`config.mk`:
```
export PLATFORM = sky130hd
export DESIGN_NAME = rtc_calendar
export DESIGN_NICKNAME = d
export VERILOG_FILES = /design/src/rtl/rtc_cal_pkg.sv /design/src/rtl/rtc_prescaler.sv /design/src/rtl/rtc_cal_counter.sv /design/src/rtl/rtc_alarm_cmp.sv /design/src/rtl/rtc_calendar.sv
export SDC_FILE = /design/constraint.sdc
export NUM_CORES = 1
export LEC_CHECK = 0
export ABC_AREA = 1
export BUFFER_PORTS_ARGS = -buffer_cell sky130_fd_sc_hd__buf_4
export CAP_MARGIN = 20
export CORE_AREA = 2 2 126 128
export CTS_CLUSTER_SIZE = 28
export DETAILED_ROUTE_END_ITERATION = 10
export DIE_AREA = 0 0 128 130
export GPL_ROUTABILITY_DRIVEN = 0
export PLACE_DENSITY = 0.76
export SYNTH_ARGS = -nofsm -noshare
export SYNTH_HDL_FRONTEND = slang
export SYNTH_SLANG_ARGS = --single-unit
```
`constraint.sdc`:
```
create_clock -name clk -period 2.8 [get_ports clk]
set_clock_uncertainty 0.05 [all_clocks]
set_input_delay 0.56 -clock clk [delete_from_list [all_inputs] [get_ports clk]]
set_output_delay 0.56 -clock clk [all_outputs]
set_load 0.02 [all_outputs]
```
`src/rtl/rtc_cal_pkg.sv`:
```
package rtc_cal_pkg;

    localparam int FIELDS = 6;
    localparam int F_SEC  = 0;
    localparam int F_MIN  = 1;
    localparam int F_HR   = 2;
    localparam int F_DAY  = 3;
    localparam int F_MON  = 4;
    localparam int F_YR   = 5;

    typedef logic [FIELDS-1:0][7:0] cal_vec_t;

    localparam logic [7:0] ADDR_CTL  = 8'h40;
    localparam logic [7:0] ADDR_STAT = 8'h44;
    localparam logic [7:0] ADDR_IEN  = 8'h48;

    localparam int ST_ALARM = 6;
    localparam int ST_DAY   = 5;
    localparam int ST_HR    = 4;
    localparam int ST_MIN   = 3;
    localparam int ST_SEC   = 2;
    localparam int ST_RUN   = 1;
    localparam int ST_BUSY  = 0;

    localparam int IE_ALARM = 3;
    localparam int IE_TIMER = 2;
    localparam int CTL_RUN  = 0;

    // advance a BCD byte; bit 8 of the result is the wrap carry
    function automatic logic [8:0] bcd_step(input logic [7:0] v,
                                            input logic [7:0] lo,
                                            input logic [7:0] hi);
        if (v >= hi)
            return {1'b1, lo};
        else if (v[3:0] >= 4'd9)
            return {1'b0, v[7:4] + 4'd1, 4'd0};
        else
            return {1'b0, v[7:4], v[3:0] + 4'd1};
    endfunction

    // BCD year divisible by 4: even tens need units 0/4/8, odd tens need 2/6
    function automatic logic year_is_leap(input logic [7:0] yr);
        if (yr[4] == 1'b0)
            return yr[1:0] == 2'b00;
        else
            return yr[1:0] == 2'b10;
    endfunction

    function automatic logic [7:0] month_last_day(input logic [7:0] mon,
                                                  input logic [7:0] yr);
        case (mon)
            8'h02:                      return year_is_leap(yr) ? 8'h29 : 8'h28;
            8'h04, 8'h06, 8'h09, 8'h11: return 8'h30;
            default:                    return 8'h31;
        endcase
    endfunction

endpackage

```
`src/rtl/rtc_prescaler.sv`:
```
module rtc_prescaler #(
    parameter int SUBTICKS = 32768
) (
    input  logic clk,
    input  logic rst_n,
    input  logic run,
    input  logic sub_tick,
    output logic sec_tick,
    output logic busy
);
    localparam int CW = (SUBTICKS > 2) ? $clog2(SUBTICKS) : 1;
    localparam logic [CW-1:0] LAST = CW'(SUBTICKS - 1);

    logic [CW-1:0] cnt_d, cnt_q;

    always_comb begin
        cnt_d = cnt_q;
        if (run && sub_tick)
            cnt_d = (cnt_q == LAST) ? '0 : cnt_q + 1'b1;
    end

    always_ff @(posedge clk) begin
        if (!rst_n) cnt_q <= '0;
        else        cnt_q <= cnt_d;
    end

    assign busy     = run && (cnt_q == LAST);
    assign sec_tick = busy && sub_tick;

endmodule

```
`src/rtl/rtc_cal_counter.sv`:
```
module rtc_cal_counter
    import rtc_cal_pkg::*;
(
    input  logic     clk,
    input  logic     rst_n,
    input  logic     sec_tick,
    input  logic     wr_en,
    input  logic [2:0] wr_idx,
    input  logic [7:0] wr_data,
    output cal_vec_t cal_q,
    output cal_vec_t cal_ticked,
    output logic     roll_min,
    output logic     roll_hr,
    output logic     roll_day
);
    cal_vec_t   cal_d;
    logic [8:0] s_sec, s_min, s_hr, s_day, s_mon, s_yr;
    logic       c_min, c_hr, c_day, c_mon, c_yr;

    always_comb begin
        s_sec = bcd_step(cal_q[F_SEC], 8'h00, 8'h59);
        s_min = bcd_step(cal_q[F_MIN], 8'h00, 8'h59);
        s_hr  = bcd_step(cal_q[F_HR],  8'h00, 8'h23);
        s_day = bcd_step(cal_q[F_DAY], 8'h01,
                         month_last_day(cal_q[F_MON], cal_q[F_YR]));
        s_mon = bcd_step(cal_q[F_MON], 8'h01, 8'h12);
        s_yr  = bcd_step(cal_q[F_YR],  8'h00, 8'h99);

        c_min = s_sec[8];
        c_hr  = c_min && s_min[8];
        c_day = c_hr  && s_hr[8];
        c_mon = c_day && s_day[8];
        c_yr  = c_mon && s_mon[8];

        cal_ticked        = cal_q;
        cal_ticked[F_SEC] = s_sec[7:0];
        if (c_min) cal_ticked[F_MIN] = s_min[7:0];
        if (c_hr)  cal_ticked[F_HR]  = s_hr[7:0];
        if (c_day) cal_ticked[F_DAY] = s_day[7:0];
        if (c_mon) cal_ticked[F_MON] = s_mon[7:0];
        if (c_yr)  cal_ticked[F_YR]  = s_yr[7:0];

        roll_min = sec_tick && c_min;
        roll_hr  = sec_tick && c_hr;
        roll_day = sec_tick && c_day;

        cal_d = sec_tick ? cal_ticked : cal_q;
        for (int i = 0; i < FIELDS; i++)
            if (wr_en && wr_idx == 3'(i))
                cal_d[i] = wr_data;
    end

    always_ff @(posedge clk) begin
        if (!rst_n) begin
            cal_q        <= '0;
            cal_q[F_DAY] <= 8'h01;
            cal_q[F_MON] <= 8'h01;
        end else begin
            cal_q <= cal_d;
        end
    end

endmodule

```
`src/rtl/rtc_alarm_cmp.sv`:
```
module rtc_alarm_cmp
    import rtc_cal_pkg::*;
(
    input  cal_vec_t cal,
    input  cal_vec_t alarm,
    output logic     match
);
    logic [FIELDS-1:0] eq;

    for (genvar g = 0; g < FIELDS; g++) begin : g_field
        assign eq[g] = (cal[g] == alarm[g]);
    end

    assign match = &eq;

endmodule

```
`src/rtl/rtc_calendar.sv`:
```
module rtc_calendar
    import rtc_cal_pkg::*;
#(
    parameter int SUBTICKS = 32768
) (
    input  logic       clk,
    input  logic       rst_n,
    input  logic       sub_tick,
    input  logic       bus_wr,
    input  logic [7:0] bus_addr,
    input  logic [7:0] bus_wdata,
    output logic [7:0] bus_rdata,
    output logic       irq_alarm,
    output logic       irq_timer
);
    typedef struct packed {
        cal_vec_t alarm;
        logic     run;
        logic     ie_alarm;
        logic     ie_timer;
        logic     fl_alarm;
        logic     fl_day;
        logic     fl_hr;
        logic     fl_min;
        logic     fl_sec;
    } ctl_state_t;

    ctl_state_t st_d, st_q;

    logic     sec_tick, busy;
    logic     roll_min, roll_hr, roll_day;
    logic     hit;
    cal_vec_t cal_q, cal_ticked;

    logic       fld_ok;
    logic [2:0] fld_idx;
    logic       time_wr, alarm_wr;
    logic [7:0] clr;

    // field decode shared by reads and writes: 0x00..0x14 / 0x20..0x34
    assign fld_idx  = bus_addr[4:2];
    assign fld_ok   = (bus_addr[1:0] == 2'b00) && (fld_idx < 3'(FIELDS));
    assign time_wr  = bus_wr && fld_ok && (bus_addr[7:5] == 3'b000);
    assign alarm_wr = bus_wr && fld_ok && (bus_addr[7:5] == 3'b001);

    rtc_prescaler #(.SUBTICKS(SUBTICKS)) u_pre (
        .clk      (clk),
        .rst_n    (rst_n),
        .run      (st_q.run),
        .sub_tick (sub_tick),
        .sec_tick (sec_tick),
        .busy     (busy)
    );

    rtc_cal_counter u_cnt (
        .clk        (clk),
        .rst_n      (rst_n),
        .sec_tick   (sec_tick),
        .wr_en      (time_wr),
        .wr_idx     (fld_idx),
        .wr_data    (bus_wdata),
        .cal_q      (cal_q),
        .cal_ticked (cal_ticked),
        .roll_min   (roll_min),
        .roll_hr    (roll_hr),
        .roll_day   (roll_day)
    );

    rtc_alarm_cmp u_cmp (
        .cal   (cal_ticked),
        .alarm (st_q.alarm),
        .match (hit)
    );

    always_comb begin
        st_d = st_q;
        clr  = (bus_wr && bus_addr == ADDR_STAT) ? bus_wdata : 8'h00;

        for (int i = 0; i < FIELDS; i++)
            if (alarm_wr && fld_idx == 3'(i))
                st_d.alarm[i] = bus_wdata;

        if (bus_wr && bus_addr == ADDR_CTL)
            st_d.run = bus_wdata[CTL_RUN];

        if (bus_wr && bus_addr == ADDR_IEN) begin
            st_d.ie_alarm = bus_wdata[IE_ALARM];
            st_d.ie_timer = bus_wdata[IE_TIMER];
        end

        // clear first, then a same-cycle set wins
        st_d.fl_alarm = (st_q.fl_alarm && !clr[ST_ALARM]) || (sec_tick && hit);
        st_d.fl_day   = (st_q.fl_day   && !clr[ST_DAY])   || roll_day;
        st_d.fl_hr    = (st_q.fl_hr    && !clr[ST_HR])    || roll_hr;
        st_d.fl_min   = (st_q.fl_min   && !clr[ST_MIN])   || roll_min;
        st_d.fl_sec   = (st_q.fl_sec   && !clr[ST_SEC])   || sec_tick;
    end

    always_ff @(posedge clk) begin
        if (!rst_n) st_q <= '0;
        else        st_q <= st_d;
    end

    always_comb begin
        bus_rdata = 8'h00;
        if (fld_ok && bus_addr[7:5] == 3'b000)
            bus_rdata = cal_q[fld_idx];
        else if (fld_ok && bus_addr[7:5] == 3'b001)
            bus_rdata = st_q.alarm[fld_idx];
        else if (bus_addr == ADDR_CTL)
            bus_rdata[CTL_RUN] = st_q.run;
        else if (bus_addr == ADDR_STAT) begin
            bus_rdata[ST_ALARM] = st_q.fl_alarm;
            bus_rdata[ST_DAY]   = st_q.fl_day;
            bus_rdata[ST_HR]    = st_q.fl_hr;
            bus_rdata[ST_MIN]   = st_q.fl_min;
            bus_rdata[ST_SEC]   = st_q.fl_sec;
            bus_rdata[ST_RUN]   = st_q.run;
            bus_rdata[ST_BUSY]  = busy;
        end else if (bus_addr == ADDR_IEN) begin
            bus_rdata[IE_ALARM] = st_q.ie_alarm;
            bus_rdata[IE_TIMER] = st_q.ie_timer;
        end
    end

    assign irq_alarm = st_q.fl_alarm && st_q.ie_alarm;
    assign irq_timer = st_q.fl_sec   && st_q.ie_timer;

endmodule

```
==> flow_metrics.py <==
metrics = {
    "drt": {
        "dr.pass1.iters": 10,
        "drtIter0Drc": 1536,
        "drc": 0,
        "avgRoutedWirePerCell_um": 19.1,
        "ant_nets": 0,
        "via_per_inst": 6.04,
        "vias": 10200,
        "detail_route.wirelength_um": 32400,
    },
    "floorplanning": {
        "die_h_um": 130,
        "rows": 46,
        "io_pins": 30,
        "die_width_um": 128,
        "coreArea_um2": 15400,
        "start_util_pct": 55.5,
        "die_area_um2": 16600,
    },
    "sta": {
        "fin_crit_ns": 3.06,
        "finalSetupViolCount": 3,
        "rsz0062_at_grt": "true",
        "finalMaxSlewViolations": 0,
        "finalWorstSetupSlack_ns": -0.264,
        "hold_viol_final": 0,
        "fin_tns_setup_ns": -0.287,
        "finalCritPeriodShare_pct": 109,
        "tightest_slew_ns": 0.670,
        "slew_headroom_pct": 55.1,
        "max_freq_ghz": 0.326,
        "whs_ns": 0.432,
    },
    "setup_path": {
        "cpPeakStageDelay_ns": 0.39,
        "cp_max_fo": 3,
        "critPathKind": "register to register",
        "crit_path_frequent_cell": "nand2_1",
        "worstPathRequired_ns": 3.12,
        "critPathCaptureType": "register",
        "arrival_ns": 3.39,
        "slowest_stage": "dfxtp_4",
        "crit_path_start_kind": "register",
    },
    "flow_run": {
        "drv_cap": 0,
    },
    "cells_and_area": {
        "syn2layout_area_growth_pct": 23.6,
        "utilization_pct": 68.6,
        "final_cells": 1695,
        "diodes": 0,
        "multiInputGateArea_um2": 5550,
        "final_cell_mix": "nand2_1 (383), inv_1 (154), buf_4 (138)",
        "n_fill_cell": 1331,
        "final_common_cell": "nand2_1",
        "drive_above_1_share_pct": 19.8,
        "final_nets": 1548,
        "seq_area_um2": 2390,
    },
    "min_path": {
        "holdCritPathClass": "register to register",
    },
    "run_status": {
        "status": "complete, but fails checks",
        "violations": "setup timing",
    },
    "yosys": {
        "synth_cell_types": 50,
        "avgSynthCellArea_um2": 6.27,
        "synth_seq_cells": 119,
        "seq_area_frac_synth_pct": 27.8,
        "yosys_warnings": 0,
        "netlist_area_um2": 8560,
        "synth_nets": 1422,
        "synthCells": 1364,
    },
    "clocking": {
        "cts_tree": "done",
        "clock-sinks": 119,
        "cts_max_level": 4,
        "clk_pin_slew_worst_paths_ns": 0.06,
        "cts_buffers": 17,
        "cts_root_buffer": "clkbuf_16",
        "ctsLongestPathBuffers": 2,
        "clk_latency_ns": 0.43,
    },
    "grt": {
        "grt_pass1_wl_um": 49200,
        "grt_antenna_before_repair": 0,
        "grt_pass1_vias": 9253,
        "grt_usage_pct": 38.6,
        "grt-ovfl-total": 0,
        "grt_max_degree": 63,
    },
    "placement": {
        "dp.cells": 1643,
        "hpwl_um": 23400,
        "place_ws_ns": -0.341,
        "portBuffers": 29,
    },
    "pwr": {
        "power_density_nw_per_um2": 376,
        "irDropWorstVdd_uv": 443,
        "p_int_uw": 2900,
        "clkPwrFrac_pct": 52.0,
        "netSwitchingPower_uw": 1070,
        "p_leak_uw": 0.00479,
        "pwr-share-comb_pct": 5.4,
        "p_sw_share_pct": 27.0,
        "p_seq_share_pct": 42.6,
    },
}
-- area by class of cell --
| class | count | area share [%] |
|---|---|---|
| Multi-Input combinational cell | 1023 | 52.5 |
| Sequential cell | 119 | 22.6 |
| Timing Repair Buffer | 146 | 10.8 |
| Inverter | 183 | 6.68 |
| Clock buffer | 17 | 4.02 |
| Tap cell | 192 | 2.27 |
| Clock inverter | 15 | 1.14 |
-- kinds of logic after synthesis --
logic type,Yosys count,synth area share (%)
fa+ha+maj,38,5.56
buf+inv,224,10.5
flops,119,27.8
compound gates,289,19.7
xor+xnor,20,2.05
simple gates,674,34.4
-- cells in the mapped netlist, drive strengths merged --
library cell | n | area (um^2)
or2 | 1 | 6.26
ha | 38 | 475
inv | 181 | 682
a221o | 1 | 10.0
and3 | 1 | 6.26
a21oi | 81 | 424
o21bai | 1 | 7.51
nor4 | 2 | 12.5
dfxtp | 119 | 2380
o21ai | 105 | 529
a31oi | 31 | 194
clkinv | 2 | 7.51
nor3 | 8 | 40.0
xnor2 | 5 | 43.8
o2111ai | 5 | 43.8
xor2 | 15 | 131
a32oi | 1 | 8.76
clkbuf | 21 | 78.8
nand2 | 409 | 1580
a22oi | 11 | 82.6
nand3b | 10 | 75.1
nor2 | 120 | 539
o221ai | 11 | 96.3
o21a | 2 | 15.0
buf | 20 | 128
nand4 | 10 | 77.6
nand3 | 113 | 606
a221oi | 3 | 26.3
a211oi | 3 | 22.5
o31ai | 2 | 15.0
o22ai | 29 | 181
o211ai | 2 | 15.0
o211a | 1 | 10.0
-- stage by stage --
step                      instance area [um^2]  total power (uW)
after global routing                     10600              4050
after global placement                    9580              1930
after floorplan                           8560              1820
final                                    10600              3980
after CTS                                10400              3950
after detailed placement                  9580              1930
-- power by group through the flow --
stage | logic, uW | registers, uW | clock network, uW
after CTS | 199 | 1700 | 2060
after detailed placement | 197 | 1730 | 0
after global placement | 197 | 1730 | 0
after floorplan | 90.3 | 1730 | 0
after global routing | 220 | 1690 | 2130
final | 214 | 1700 | 2070
-- flip-flops by register name, indices dropped and copies added (netlist names) --
register,flops
st_q,56
u_cnt.cal_q,48
u_pre.cnt_q,15
-- critical path: cells and delay by family (launching register included) --
| kind | cells | cell delay, ns |
|---|---|---|
| AO/OA/AOI/OAI | 5 | 0.60 |
| buffers and inverters | 4 | 0.38 |
| flip-flops | 1 | 0.39 |
| AND/OR/NAND/NOR | 14 | 1.11 |
| adder cells (fa/ha/maj) | 2 | 0.47 |
-- repair_timing --
| item | in CTS | in global routing |
|---|---|---|
| buffers inserted | 9 | 10 |
| pin swaps | 20 | 30 |
| gates resized for setup | 50 | 47 |
| cloned | 2 | 0 |
| hold buffers | 0 | 0 |
| endpoints found under the setup margin | 13 | 24 |
-- worst paths after layout --
kind / from / to / slack, ns / cells after the start
min reg2reg: u_pre.cnt_q[11] / u_pre.cnt_q[11] / 0.43 / 2
max: u_cnt.cal_q[33] / st_q[4] / -0.26 / 25
min: u_pre.cnt_q[11] / u_pre.cnt_q[11] / 0.43 / 2
max reg2reg: u_cnt.cal_q[33] / st_q[4] / -0.26 / 25
-- metal layers --
layer | up-vias | GRT usage [%] | share of wire (%)
li1 | 4751 | - | -
met1 | 4586 | 49.6 | 38
met2 | 740 | 59.2 | 43
met3 | 165 | 9.47 | 13
met4 | 0 | 22.6 | 6.6
met5 | - | 0 | 0
Power figures use the tool's default switching activity.
